`src/rtl/vmc_pkg.sv`:
```
package vmc_pkg;

   // control/status word bit positions (software-visible)
   localparam int unsigned CTL_RCVD_BIT = 0;
   localparam int unsigned CTL_MASK_BIT = 1;
   localparam int unsigned CTL_IEN_BIT  = 2;
   localparam int unsigned CTL_BITS     = 3;

   typedef enum logic {
      VMSG_T0 = 1'b0,
      VMSG_T1 = 1'b1
   } vmsg_kind_e;

   // packed so that rcvd lands in bit 0, mask in 1, ien in 2
   typedef struct packed {
      logic ien;
      logic mask;
      logic rcvd;
   } vmc_ctl_t;

endpackage

```
`src/rtl/vmc_ingress_ctl.sv`:
```
module vmc_ingress_ctl
   import vmc_pkg::*;
#(
   parameter bit UR_REG = 1'b1
) (
   input  logic                clk,
   input  logic                rst_n,
   input  logic                msg_valid,
   input  logic                msg_kind,
   input  logic                ctl_wr,
   input  logic [CTL_BITS-1:0] ctl_wdata,
   output logic                msg_ready,
   output logic                cap_load,
   output vmc_ctl_t            ctl_q,
   output logic                ur_pulse,
   output logic                irq
);

   logic accept;
   logic drop_t0;

   // backpressure only while a capture is held and not masked
   assign msg_ready = ctl_q.mask | ~ctl_q.rcvd;
   assign accept    = msg_valid & msg_ready;
   assign cap_load  = accept & ~ctl_q.mask;
   assign drop_t0   = accept & ctl_q.mask & (vmsg_kind_e'(msg_kind) == VMSG_T0);

   always_ff @(posedge clk or negedge rst_n) begin
      if (!rst_n) begin
         ctl_q <= '0;
      end else begin
         // a new capture takes priority over a write-1-to-clear
         if (cap_load)
            ctl_q.rcvd <= 1'b1;
         else if (ctl_wr && ctl_wdata[CTL_RCVD_BIT])
            ctl_q.rcvd <= 1'b0;
         if (ctl_wr) begin
            ctl_q.mask <= ctl_wdata[CTL_MASK_BIT];
            ctl_q.ien  <= ctl_wdata[CTL_IEN_BIT];
         end
      end
   end

   generate
      if (UR_REG) begin : g_ur_reg
         logic ur_q;
         always_ff @(posedge clk or negedge rst_n) begin
            if (!rst_n) ur_q <= 1'b0;
            else        ur_q <= drop_t0;
         end
         assign ur_pulse = ur_q;

         AST_UR_FROM_MASKED_T0: assert property (@(posedge clk) disable iff (!rst_n)
            ur_pulse |-> $past(msg_valid && ctl_q.mask && msg_kind == 1'b0));
      end else begin : g_ur_comb
         assign ur_pulse = drop_t0;
      end
   endgenerate

   assign irq = ctl_q.rcvd & ctl_q.ien & ~ctl_q.mask;

   AST_CAPTURE_SETS_FLAG: assert property (@(posedge clk) disable iff (!rst_n)
      cap_load |=> ctl_q.rcvd);

   AST_CLEAR_DROPS_FLAG: assert property (@(posedge clk) disable iff (!rst_n)
      (ctl_wr && ctl_wdata[CTL_RCVD_BIT] && !cap_load) |=> !ctl_q.rcvd);

   AST_MASK_WRITE_QUIETS_IRQ: assert property (@(posedge clk) disable iff (!rst_n)
      (ctl_wr && ctl_wdata[CTL_MASK_BIT]) |=> !irq);

endmodule

```
`src/rtl/vmc_hdr_store.sv`:
```
module vmc_hdr_store #(
   parameter int unsigned DW  = 32,
   parameter int unsigned NDW = 4
) (
   input  logic                    clk,
   input  logic                    rst_n,
   input  logic                    load,
   input  logic [NDW*DW-1:0]       hdr_in,
   input  logic [DW-1:0]           pay_in,
   output logic [NDW-1:0][DW-1:0]  hdr_q,
   output logic [DW-1:0]           pay_q
);

   localparam int unsigned HDR_W = NDW * DW;

   if (DW % 8 != 0) begin : g_bad_dw
      $error("vmc_hdr_store: DW must be a whole number of bytes");
   end
   if (NDW == 0) begin : g_bad_ndw
      $error("vmc_hdr_store: NDW must be at least 1");
   end

   // dword j is taken from the top of the bus downward, so byte 0 of the
   // message ends up in the high byte of dword 0
   for (genvar j = 0; j < NDW; j++) begin : g_dw
      always_ff @(posedge clk or negedge rst_n) begin
         if (!rst_n)    hdr_q[j] <= '0;
         else if (load) hdr_q[j] <= hdr_in[HDR_W-1-j*DW -: DW];
      end
   end

   always_ff @(posedge clk or negedge rst_n) begin
      if (!rst_n)    pay_q <= '0;
      else if (load) pay_q <= pay_in;
   end

   AST_LOAD_TAKES_PAYLOAD: assert property (@(posedge clk) disable iff (!rst_n)
      load |=> (pay_q == $past(pay_in)));

   AST_LOAD_TAKES_LAST_DW: assert property (@(posedge clk) disable iff (!rst_n)
      load |=> (hdr_q[NDW-1] == $past(hdr_in[DW-1:0])));

endmodule

```
`src/rtl/vmc_reg_read.sv`:
```
module vmc_reg_read
   import vmc_pkg::*;
#(
   parameter int unsigned DW       = 32,
   parameter int unsigned NDW      = 4,
   parameter int unsigned ADDR_W   = 12,
   parameter int unsigned HDR_BASE = 'h340
) (
   input  logic [ADDR_W-1:0]       addr,
   input  logic [NDW-1:0][DW-1:0]  hdr_q,
   input  logic [DW-1:0]           pay_q,
   input  vmc_ctl_t                ctl_q,
   output logic [DW-1:0]           rdata
);

   localparam int unsigned STRIDE  = DW / 8;
   localparam int unsigned PAY_OFS = HDR_BASE + NDW * STRIDE;
   localparam int unsigned CTL_OFS = PAY_OFS + STRIDE;

   if (CTL_OFS >= (1 << ADDR_W)) begin : g_bad_map
      $error("vmc_reg_read: register window exceeds the address range");
   end

   always_comb begin
      rdata = '0;
      for (int j = 0; j < NDW; j++) begin
         if (addr == ADDR_W'(HDR_BASE + j * STRIDE)) rdata = hdr_q[j];
      end
      if (addr == ADDR_W'(PAY_OFS)) rdata = pay_q;
      if (addr == ADDR_W'(CTL_OFS)) rdata = {{(DW-CTL_BITS){1'b0}}, ctl_q};
   end

endmodule

```
`src/rtl/vmsg_capture.sv`:
```
module vmsg_capture
   import vmc_pkg::*;
#(
   parameter int unsigned DW       = 32,
   parameter int unsigned NDW      = 4,
   parameter int unsigned ADDR_W   = 12,
   parameter int unsigned HDR_BASE = 'h340,
   parameter bit          UR_REG   = 1'b1
) (
   input  logic                clk,
   input  logic                rst_n,
   input  logic                msg_valid,
   output logic                msg_ready,
   input  logic                msg_kind,
   input  logic [NDW*DW-1:0]   msg_hdr,
   input  logic [DW-1:0]       msg_payload,
   input  logic [ADDR_W-1:0]   reg_addr,
   input  logic                reg_wr,
   input  logic [DW-1:0]       reg_wdata,
   output logic [DW-1:0]       reg_rdata,
   output logic                vdm_irq,
   output logic                ur_pulse
);

   localparam int unsigned STRIDE  = DW / 8;
   localparam int unsigned CTL_OFS = HDR_BASE + (NDW + 1) * STRIDE;

   if (DW < CTL_BITS) begin : g_bad_width
      $error("vmsg_capture: DW too narrow for the control word");
   end
   if (HDR_BASE % STRIDE != 0) begin : g_bad_base
      $error("vmsg_capture: HDR_BASE must be dword aligned");
   end

   logic                   ctl_wr;
   logic                   cap_load;
   vmc_ctl_t               ctl_q;
   logic [NDW-1:0][DW-1:0] hdr_q;
   logic [DW-1:0]          pay_q;
   logic                   unused_wdata;

   assign ctl_wr       = reg_wr && (reg_addr == ADDR_W'(CTL_OFS));
   assign unused_wdata = ^reg_wdata[DW-1:CTL_BITS];

   vmc_ingress_ctl #(
      .UR_REG (UR_REG)
   ) u_ctl (
      .clk       (clk),
      .rst_n     (rst_n),
      .msg_valid (msg_valid),
      .msg_kind  (msg_kind),
      .ctl_wr    (ctl_wr),
      .ctl_wdata (reg_wdata[CTL_BITS-1:0]),
      .msg_ready (msg_ready),
      .cap_load  (cap_load),
      .ctl_q     (ctl_q),
      .ur_pulse  (ur_pulse),
      .irq       (vdm_irq)
   );

   vmc_hdr_store #(
      .DW  (DW),
      .NDW (NDW)
   ) u_store (
      .clk    (clk),
      .rst_n  (rst_n),
      .load   (cap_load),
      .hdr_in (msg_hdr),
      .pay_in (msg_payload),
      .hdr_q  (hdr_q),
      .pay_q  (pay_q)
   );

   vmc_reg_read #(
      .DW       (DW),
      .NDW      (NDW),
      .ADDR_W   (ADDR_W),
      .HDR_BASE (HDR_BASE)
   ) u_rd (
      .addr  (reg_addr),
      .hdr_q (hdr_q),
      .pay_q (pay_q),
      .ctl_q (ctl_q),
      .rdata (reg_rdata)
   );

   AST_STALL_HOLDS_PAYLOAD: assert property (@(posedge clk) disable iff (!rst_n)
      (msg_valid && !msg_ready) |=> $stable(pay_q));

   AST_MASKED_HOLDS_PAYLOAD: assert property (@(posedge clk) disable iff (!rst_n)
      (msg_valid && ctl_q.mask) |=> $stable(pay_q));

   AST_T1_SILENT: assert property (@(posedge clk) disable iff (!rst_n)
      $past(msg_valid && ctl_q.mask && msg_kind == 1'b1) |-> !ur_pulse);

endmodule

```
`config.mk`:
```
export PLATFORM = sky130hd
export DESIGN_NAME = vmsg_capture
export DESIGN_NICKNAME = d
export VERILOG_FILES = /design/src/rtl/vmc_pkg.sv /design/src/rtl/vmc_ingress_ctl.sv /design/src/rtl/vmc_hdr_store.sv /design/src/rtl/vmc_reg_read.sv /design/src/rtl/vmsg_capture.sv
export SDC_FILE = /design/constraint.sdc
export NUM_CORES = 1
export LEC_CHECK = 0
export BUFFER_PORTS_ARGS = -buffer_cell sky130_fd_sc_hd__buf_2
export CAP_MARGIN = 30
export CORE_MARGIN = 4
export CORE_UTILIZATION = 40
export CTS_CLUSTER_SIZE = 10
export DETAILED_ROUTE_END_ITERATION = 10
export GPL_ROUTABILITY_DRIVEN = 0
export SYNTH_ARGS = -nofsm -noshare
export SYNTH_HDL_FRONTEND = slang
export SYNTH_SLANG_ARGS = --single-unit
export TNS_END_PERCENT = 10
```
`constraint.sdc`:
```
create_clock -name clk -period 2.81 [get_ports clk]
set_clock_uncertainty 0.05 [all_clocks]
set_input_delay 0.281 -clock clk [delete_from_list [all_inputs] [get_ports clk]]
set_output_delay 0.281 -clock clk [all_outputs]
set_load 0.02 [all_outputs]
```
Word level (Yosys, flattened, before mapping)
Cells that the tools add are included.
Widths: inputs -> output; s select.

cells by class
  equality and inequality tests = 6
  muxes and demuxes = 8
  bitwise gates (word level) = 10
  reduce and logical (&&, ||, !) cells = 3

operator list
  operator              count
  $mux 32               6
  $eq 12x10->1 const B  6
  $and 1x1->1           6
  $not 1->1             3
  $logic_and 1x1->1     2
  $mux 1                2
  $reduce_bool 2->1     1
  $or 1x1->1            1

storage, ports and cells
  flip-flop bits (word level) = 164
  input port bits = 209
  output and inout port bits = 35
  logic and storage cells = 36

Longest topological paths before layout
Gate-level depths: netlist of run 1.

  word-level depth = 7
  mapped depth = 6
  gate-level depth less buffers = 3

By module
From an unflattened synthesis of run 1, not the netlist that was laid out.

unflattened totals
  cells, all modules = 557
  area, all modules = 7970.1 um^2

modules (own cells, without submodules)
  module           instances  cells each  area each (um^2)  seq. area each (um^2)
  vmc_hdr_store    1          338         6346.1            4003.8
  vmc_reg_read     1          199         1416.4            0.0
  vmc_ingress_ctl  1          15          165.2             100.1
  vmsg_capture     1          5           42.5              0.0

Worst setup path before layout of run 1
OpenSTA, ideal clock, no wires.

  path kind = input to output
  start = input port reg_addr[1]
  end = output port reg_rdata[7]
  arrival time = 1.257 ns
  data required time = 2.479 ns
  path slack = 1.222 ns
  stages = 5
  path buffers = 2
  path through = nor4_2 -> and3_1 -> buf_4 -> buf_6 -> o221a_1

on the way
  word-level cells in the longest chain between the ends = 7
  elaborated cells between the ends (all ways) = 12
  classes of those cells = eq/ne: 6; mux: 6

RTL lines
  item                   line                source
  from (decl)            vmsg_capture.sv:17  input logic [ADDR_W-1:0] reg_addr,
  $eq 12x10->1           vmc_reg_read.sv:27  if (addr == ADDR_W'(HDR_BASE + j * STRIDE)) rdata = hdr_q[j];
  $mux 32 (4 in series)  vmc_reg_read.sv:27
  $mux 32                vmc_reg_read.sv:29  if (addr == ADDR_W'(PAY_OFS)) rdata = pay_q;
  $mux 32 (*)            vmc_reg_read.sv:30  if (addr == ADDR_W'(CTL_OFS)) rdata = {{(DW-CTL_BITS){1'b0}}, ctl_q};
  to (decl)              vmsg_capture.sv:20  output logic [DW-1:0] reg_rdata,

Mark *: on every way between the ends. The rest lies on a longest branch, timed or not.

Final worst setup path of run 1
  start = input port reg_addr[4]
  end = output port reg_rdata[6]

Same word-level chain as after synthesis.

==> results of run 1 <==
stage by stage:
step / worst slack (ns) / hold WS [ns] / instances / area [µm²]
after floorplan: 1.22 / -0.0646 / 622 / 8430
after global placement: 0.628 / 0.345 / 1065 / 9610
after detailed placement: 0.617 / 0.365 / 1065 / 9610
after CTS: 0.601 / 0.0133 / 1100 / 10200
after global routing: 0.544 / 0.0194 / 1100 / 10200
final: 0.647 / 0.0404 / 1101 / 10300
registers in the layout, indices dropped and copies added (netlist names):
signal	cells
u_store.pay_q	32
u_store.hdr_q	128
u_ctl.ur_pulse	1
u_ctl.ctl_q	3
repair_timing:
action                                  CTS  global route
hold endpoints to repair                 86             0
endpoints found under the setup margin    0             0
hold buffers                              3             0
resized for setup                         0             0
layer usage:
layer  up-vias  part of all wire [%]  GRT usage [%]
met2       157                    47           28.6
li1       2641                     -              -
met1      2819                    45           23.2
met4         8                  0.67           3.14
met5         -                  0.27              0
met3        17                   7.1           6.28
cells in the final DEF (no fill, tap or decap), types with 2 or more instances in the layout:
master | netlist | routed
nand2_1 | 3 | 3
clkbuf_8 | 0 | 2
nand2b_1 | 3 | 2
mux2_4 | 79 | 79
mux2i_1 | 35 | 35
dfrtp_1 | 164 | 164
buf_4 | 12 | 5
dlygate4sd3_1 | 0 | 3
nand3b_1 | 28 | 28
o21bai_1 | 29 | 29
mux2_2 | 85 | 85
nor2b_1 | 29 | 29
clkbuf_1 | 11 | 2
clkinvlp_4 | 0 | 2
a31oi_1 | 2 | 2
a21oi_1 | 33 | 33
clkinv_2 | 0 | 2
buf_12 | 9 | 8
clkinv_4 | 0 | 2
clkbuf_16 | 0 | 17
inv_6 | 0 | 2
bufinv_16 | 0 | 3
o221a_2 | 30 | 30
inv_1 | 3 | 3
nor2_1 | 36 | 36
buf_2 | 17 | 212
where the power goes:
group / switching (mW) / internal (mW)
logic: 0.633 / 1.33
clock network: 0.972 / 1.45
registers: 0.501 / 3.31
critical path, stage by stage:
cell,delay (ns)
buf_2,0.34
nand2b_2,0.48
buf_12,0.22
nor2_1,0.06
o221a_2,0.27
buf_2,0.16
cells by family after synthesis:
logic type / Yosys count / share of synthesized area (%)
compound gates: 96 / 8.95
mux: 199 / 29.6
flops: 164 / 48.7
simple gates: 107 / 7.43
buf+inv: 56 / 5.37
final cells by class:
class	instances	area (µm²)
antenna	1	2.50
clock buffer	21	460
clock inverter	11	150
fill	1849	10200
inverter	3	11.3
multi-input combinational	402	3880
sequential	164	4100
tap	270	338
timing repair buffer	229	1300
worst paths after layout:
kind                       depth (start not counted)                 to         startpoint  slack, ns
max                                                6       reg_rdata[6]        reg_addr[4]       0.65
min reg2reg                                        1  u_store.pay_q[15]  u_store.pay_q[15]       0.45
max in group asynchronous                          3  u_store.hdr_q[25]              rst_n       1.45
min in group asynchronous                          2  u_store.hdr_q[93]              rst_n       0.45
min                                                2  u_store.hdr_q[66]        msg_hdr[34]       0.04
max reg2reg                                        3  u_store.hdr_q[48]     u_ctl.ctl_q[1]       0.92
==> flow_summary.ini, run 1 <==
[run_status]
status = completed

[timing]
rsz0062_at_grt = false
slew-limit-headroom_pct = 43.5
drv_slew = 0
worst_pin_slew_ns = 0.848
setup_viol = 0
fmax_mhz = 462
fin_crit_ns = 2.16
setup_tns_ns = 0
hold_viol = 0
fin_crit_sh_pct = 77.0

[power_and_ir_drop]
p_per_area_nw_per_um2 = 800
ir_drop_mv = 0.370
power_mw = 8.20
p_leak_nw = 4.82

[floorplan]
initial_core_util_pct = 41.1
die_h_um = 153
rows = 52
die_area_um2 = 23500
fp.dieW_um = 153
io_pins = 244
coreArea_um2 = 20500

[clock_tree]
cts_setup_buffers = 0
cts_root_buf = clkbuf_16
clock-sinks = 164
path_clk_slew_ns = 0.07
numCtsBuffers = 17
clock_latency_ns = 0.41
ctsLongestPathBuffers = 2
tritoncts = done
h-tree-depth = 4

[route]
viasPerCell = 5.12
drc = 0
vias = 5642
wl_per_cell_um = 19.0
final_antenna_net_count = 0
totalWireLength_um = 20900
drt_iter0_markers = 207
firstDrtPassIters = 4

[yosys]
yosys_warnings = 0
synth_edf_count = 0
post-synth-top-count-cell = dfrtp_1
yosys-top-cells-area = dfrtp_1, mux2_4, mux2_2, mux2i_1, o221a_2
avgSynthCellArea_um2 = 13.6
yosysSeqAreaShare_pct = 48.7
ys.flop_type = dfrtp_1
syn-cell-area_um2 = 8430
synth_seq_cells = 164
synth_cells = 622
async_flop_share_pct = 100
synth_nets = 831
yosys.area.top_type = dfrtp_1
yosys.area.top_type_share_pct = 48.7
synth_commonest_cells = dfrtp_1, mux2_2, mux2_4
ys_types = 29

[global_route]
grt_max_degree = 87
antenna_found_initial = 4
grt_pass1_wl_um = 33200
grt.total_usage_pct = 17.6
grt_pass1_vias = 6218
grt_overflow = 0

[worst_setup_path]
cp_max_fo = 22
required_ns = 2.48
crit_arrival_ns = 1.83
startpoint_type = input pin
crit_type = input pin to output pin
end_kind = output pin

[cells_and_area]
areaGrowthSynthToFinish_pct = 21.6
drive_above_1_share_pct = 54.7
postLayoutCoreUtil_pct = 50.0
nNetsFinal = 1026

[min_path]
hold_class = input pin to register

[placed_design]
portBuffers = 214
dpl.hpwl_um = 13900

[run]
max_cap_viol_count = 0
(Power assumes the default switching activity.)
==> inputs of run 2 (changes only) <==
Settings changed: PLACE_DENSITY set to 0.67.
Clock period 2.81 ns to 1.84 ns, I/O delays scaled along.
==> flow_summary.ini, run 2 (synthesis results as in run 1) <==
[power_and_ir_drop]
p_sw_share_pct = 26.2
power_switching_mw = 3.36
p_seq_share_pct = 45.5
p_per_area_nw_per_um2 = 1050
pwr-share-clk_pct = 28.1
p_comb_share_pct = 26.4
ir_drop_mv = 0.636
internal-power_mw = 9.47
p_leak_nw = 5.66

[cells_and_area]
top_regs = u_store.hdr_q (128), u_store.pay_q (32), u_ctl.ctl_q (3)
stdcell_area_um2 = 12200
num-fill-cells = 1584
largest_register_ffs = 128
layout_commonest_cell = buf_2
max_flop_register = u_store.hdr_q
fin_cells = 1286
nNetsFinal = 1212
drive_above_1_share_pct = 47.2
final_cell_mix = buf_2, dlygate4sd3_1, dfrtp_1, mux2_2, mux2_4
areaGrowthSynthToFinish_pct = 44.7
antenna_cells = 0

[clock_tree]
ctsLongestPathBuffers = 2
tritoncts = done
h-tree-depth = 4
path_clk_slew_ns = 0.06
clock-sinks = 164
numCtsBuffers = 17
cts_root_buf = clkbuf_16
clock_latency_ns = 0.40

[timing]
hold_viol = 0
fin_hold_ws_ns = 0.177
fmax_mhz = 560
slew-limit-headroom_pct = 63.0
rsz0062_at_grt = false
fin_crit_ns = 1.78
worst_pin_slew_ns = 0.555
setup_viol = 0
fin_crit_sh_pct = 97.0
drv_slew = 0
setup_tns_ns = 0

[placed_design]
portBuffers = 214
dpl.hpwl_um = 14700
place_area_um2 = 9930
dp.cells = 1088

[worst_setup_path]
startpoint_type = register
crit_type = register to output pin
cp_max_fo = 4
crit_arrival_ns = 1.55
critPathSlowestCell = dfrtp_1
end_kind = output pin
required_ns = 1.61
crit_buf_inv = 1
cp_cell_sequence = mux2_2, o221a_2, buf_2
max_stage_delay_ns = 0.44
path_delay_family = flip-flops

[route]
drt_iter0_markers = 214
wl_per_cell_um = 18.4
drc = 0
final_antenna_net_count = 0
vias = 6422
firstDrtPassIters = 5
viasPerCell = 4.99
totalWireLength_um = 23700

[run]
max_cap_viol_count = 0

[floorplan]
io_pins = 244
die_h_um = 153
fp.dieW_um = 153
initial_core_util_pct = 41.1
rows = 52
coreArea_um2 = 20500
die_area_um2 = 23500

[global_route]
grt_overflow = 0
grt_pass1_wl_um = 38200
antenna_found_initial = 0
grt_pass1_vias = 7164
grt.total_usage_pct = 20.2
grt_max_degree = 55

[min_path]
hold_class = input pin to register

[run_status]
status = completed
run 2: cell types whose count changed in the layout (fill, tap and decap cells not counted), sizes merged:
cell / before / now
buf: 226 / 249
bufinv: 3 / 2
clkbuf: 21 / 19
clkinv: 4 / 5
diode: 1 / 0
dlygate4sd3: 3 / 166
inv: 5 / 7
run 2: worst min-delay path: stages:
cell,delay [ns]
buf_2,0.08
nor4_2,0.04
nand4_1,0.13
mux2_2,0.16
run 2: power groups by stage:
| stage | registers, mW | logic (mW) | clock network [mW] |
|---|---|---|---|
| after floorplan | 5.63 | 2.47 | 0 |
| after global placement | 5.80 | 3.00 | 0 |
| final | 5.83 | 3.39 | 3.61 |
| after detailed placement | 5.87 | 3.08 | 0 |
| after CTS | 5.82 | 3.38 | 3.72 |
| after global routing | 6.01 | 3.69 | 3.87 |
run 2: area by class of cell:
type                    count  area [µm²]  share of cell area [%]
flip-flops and latches    164        4110                    33.7
multi-input cells         402        3890                    31.9
well taps                 270         338                    2.77
clock buffers              19         453                    3.71
inverters                   3        11.3                  0.0923
repair buffers            415        3260                    26.7
clock inverters            13         146                    1.20
run 2: path summary, 6_finish.rpt:
path                                   start                 end  slack [ns]  cells past startpoint
max                           u_ctl.ctl_q[0]        reg_rdata[0]        0.06                      3
min                              reg_addr[1]      u_ctl.ctl_q[2]        0.18                      4
max reg2reg                   u_ctl.ctl_q[1]  u_store.hdr_q[106]        0.14                      4
min reg2reg                u_store.pay_q[19]   u_store.pay_q[19]        0.45                      1
max in group asynchronous              rst_n  u_store.hdr_q[107]        0.78                      3
min in group asynchronous              rst_n    u_store.pay_q[0]        0.26                      2
run 2: layer usage:
layer	wire, µm	vias up	track usage, %
li1	-	3013	-
met2	12100	183	35.2
met4	422	0	5.22
met5	0	-	0
met3	1060	30	4.50
met1	10100	3196	25.5
run 2: per-stage QoR:
step                setup slack, ns  total power, mW  utilization (%)
finish                       0.0559             12.8             59.5
global route               0.000941             13.6             59.5
CTS                          0.0293             12.9             59.5
detailed placement            0.134             8.95             48.5
global placement              0.136             8.81             48.5
floorplan                     0.344             8.10                -
run 2: timing repair:
action,in CTS,in global routing
setup buffers,0,0
endpoints found under the hold margin,211,0
resized for setup,0,3
hold buffers,166,0
setup endpoints to repair,0,1
==> inputs of run 3 (changes only) <==
--- a/config.mk
+++ b/config.mk
@@ -14,2 +14,3 @@
 export GPL_ROUTABILITY_DRIVEN = 0
+export MAX_ROUTING_LAYER = met4
 export PLACE_DENSITY = 0.67
--- a/constraint.sdc
+++ b/constraint.sdc
@@ -4,2 +4,2 @@
 set_output_delay 0.184 -clock clk [all_outputs]
-set_load 0.02 [all_outputs]
+set_load 0.05 [all_outputs]
==> flow_summary.ini, run 3 (synthesis results as in run 1) <==
[run_status]
status = completed

[worst_setup_path]
r2r_start = u_ctl.ctl_q[0]
cp_max_fo = 3
crit_arrival_ns = 1.57
reg2reg_depth = 5
critPathSlowestCell = dfrtp_2
startpoint_type = register
max_stage_delay_ns = 0.43
cp_cell_sequence = mux2_2, o221a_2, buf_6
required_ns = 1.61
crit_type = register to output pin
end_kind = output pin
reg2reg_to = u_store.hdr_q[106]
r2r_slack_ns = 0.07

[cells_and_area]
drive_above_1_share_pct = 47.4
final_cell_mix = buf_2, dlygate4sd3_1, dfrtp_1, mux2_2, mux2_4
fin_cells = 1292
areaGrowthSynthToFinish_pct = 45.4
largest_register_ffs = 128
num-fill-cells = 1571
max_flop_register = u_store.hdr_q
layout_commonest_cell = buf_2
top_regs = u_store.hdr_q (128), u_store.pay_q (32), u_ctl.ctl_q (3)
stdcell_area_um2 = 12300
nNetsFinal = 1217
postLayoutCoreUtil_pct = 59.8

[route]
drc = 0
totalWireLength_um = 23600
firstDrtPassIters = 4
viasPerCell = 4.96
final_antenna_net_count = 0
drt_iter0_markers = 279
wl_per_cell_um = 18.3
vias = 6402

[clock_tree]
clock_latency_ns = 0.42
h-tree-depth = 4
numCtsBuffers = 17
clock-sinks = 164
tritoncts = done
cts_root_buf = clkbuf_16
path_clk_slew_ns = 0.07
ctsLongestPathBuffers = 2

[placed_design]
dpl.hpwl_um = 14600
place_area_um2 = 9880
dp.cells = 1089
portBuffers = 214

[floorplan]
io_pins = 244
fp.dieW_um = 153
die_h_um = 153
coreArea_um2 = 20500
rows = 52
die_area_um2 = 23500
initial_core_util_pct = 41.1

[min_path]
hold_start = reg_addr[10]
min_path_cells = 4
hold_class = input pin to register
whs_endpoint = u_ctl.ctl_q[2]

[timing]
setup_viol = 0
rsz0062_at_grt = true
hold_viol = 0
fin_crit_sh_pct = 98.0
drv_slew = 0
slew-limit-headroom_pct = 67.0
worst_pin_slew_ns = 0.495
fmax_mhz = 554
fin_crit_ns = 1.80

[run]
max_cap_viol_count = 0

[power_and_ir_drop]
ir_drop_mv = 0.619
p_leak_nw = 5.67
p_per_area_nw_per_um2 = 1070

[global_route]
grt_overflow = 0
top_usage_layer = met2
grt_pass1_wl_um = 37900
grt_pass1_vias = 7207
grtUsageMet3_pct = 5.37
use_met2_pct = 34.4
grt.total_usage_pct = 20.6
antenna_found_initial = 1
grt_max_degree = 54
grtUsageMet1_pct = 24.9
## run 3: cell count changes in the layout (fill, tap and decap cells not counted), sizes merged
| cell | previous run | this run |
|---|---|---|
| buf | 249 | 247 |
| bufinv | 2 | 4 |
| clkinvlp | 2 | 3 |
| inv | 7 | 8 |
| diode | 0 | 1 |
| clkinv | 5 | 1 |
| clkbuf | 19 | 26 |
## run 3: power breakdown
part | switching, mW | leakage [nW] | total (mW) | internal (mW)
Clock | 1.52 | 0.303 | 3.85 | 2.34
Sequential | 0.770 | 1.93 | 5.83 | 5.06
Combinational | 1.08 | 3.44 | 3.39 | 2.31
## run 3: per-stage QoR
step	worst slack, ns	power, mW	hold WS, ns	setup TNS (ns)
3_5_place_dp	0.0426	8.94	0.124	0
6_report	0.0363	13.1	0.147	0
2_1_floorplan	0.0303	8.11	-0.162	0
5_1_grt	-0.0288	13.8	0.142	-0.0506
4_1_cts	-0.00259	13.1	0.121	-0.00259
3_3_place_gp	0.0709	8.80	0.120	0
## run 3: timing repair
action,CTS,global route
setup endpoints to repair,2,23
hold buffers,166,0
endpoints found under the hold margin,207,0
cloned,0,1
setup buffers,1,2
pin swaps,0,1
gates resized for setup,3,12
## run 3: worst max path at each step
stage	start	to	slack (ns)	depth (start not counted)
6_report	u_ctl.ctl_q[1]	reg_rdata[1]	0.04	3
5_1_grt	u_ctl.ctl_q[1]	reg_rdata[1]	-0.03	3
4_1_cts	u_ctl.ctl_q[1]	reg_rdata[1]	-0.003	3
3_5_place_dp	reg_addr[1]	reg_rdata[31]	0.04	6
3_3_place_gp	reg_addr[1]	reg_rdata[21]	0.07	6
2_1_floorplan	u_ctl.ctl_q[1]	vdm_irq	0.03	2
## run 3: critical path: cells and delay by family (launching register included)
kind                   cells  cell delay, ns
AO/OA/AOI/OAI              1            0.28
flip-flops                 1            0.43
buffers and inverters      1            0.15
multiplexers               1            0.28
## run 3: final cells by class
class | instances | area, µm² | area share, %
Sequential cell | 164 | 4110 | 33.5
Multi-Input combinational cell | 402 | 3890 | 31.7
Timing Repair Buffer | 420 | 3280 | 26.7
Clock buffer | 19 | 443 | 3.61
Tap cell | 270 | 338 | 2.76
Clock inverter | 13 | 194 | 1.58
Inverter | 3 | 11.3 | 0.0919
Antenna cell | 1 | 2.50 | 0.0204
## run 3: per-layer routing
| layer | part of all wire (%) | vias to the layer above | wire length [µm] |
|---|---|---|---|
| met2 | 51 | 192 | 12000 |
| met5 | 0 | - | 0 |
| met3 | 5.3 | 39 | 1260 |
| li1 | - | 3023 | - |
| met1 | 42 | 3148 | 9940 |
| met4 | 1.9 | 0 | 442 |
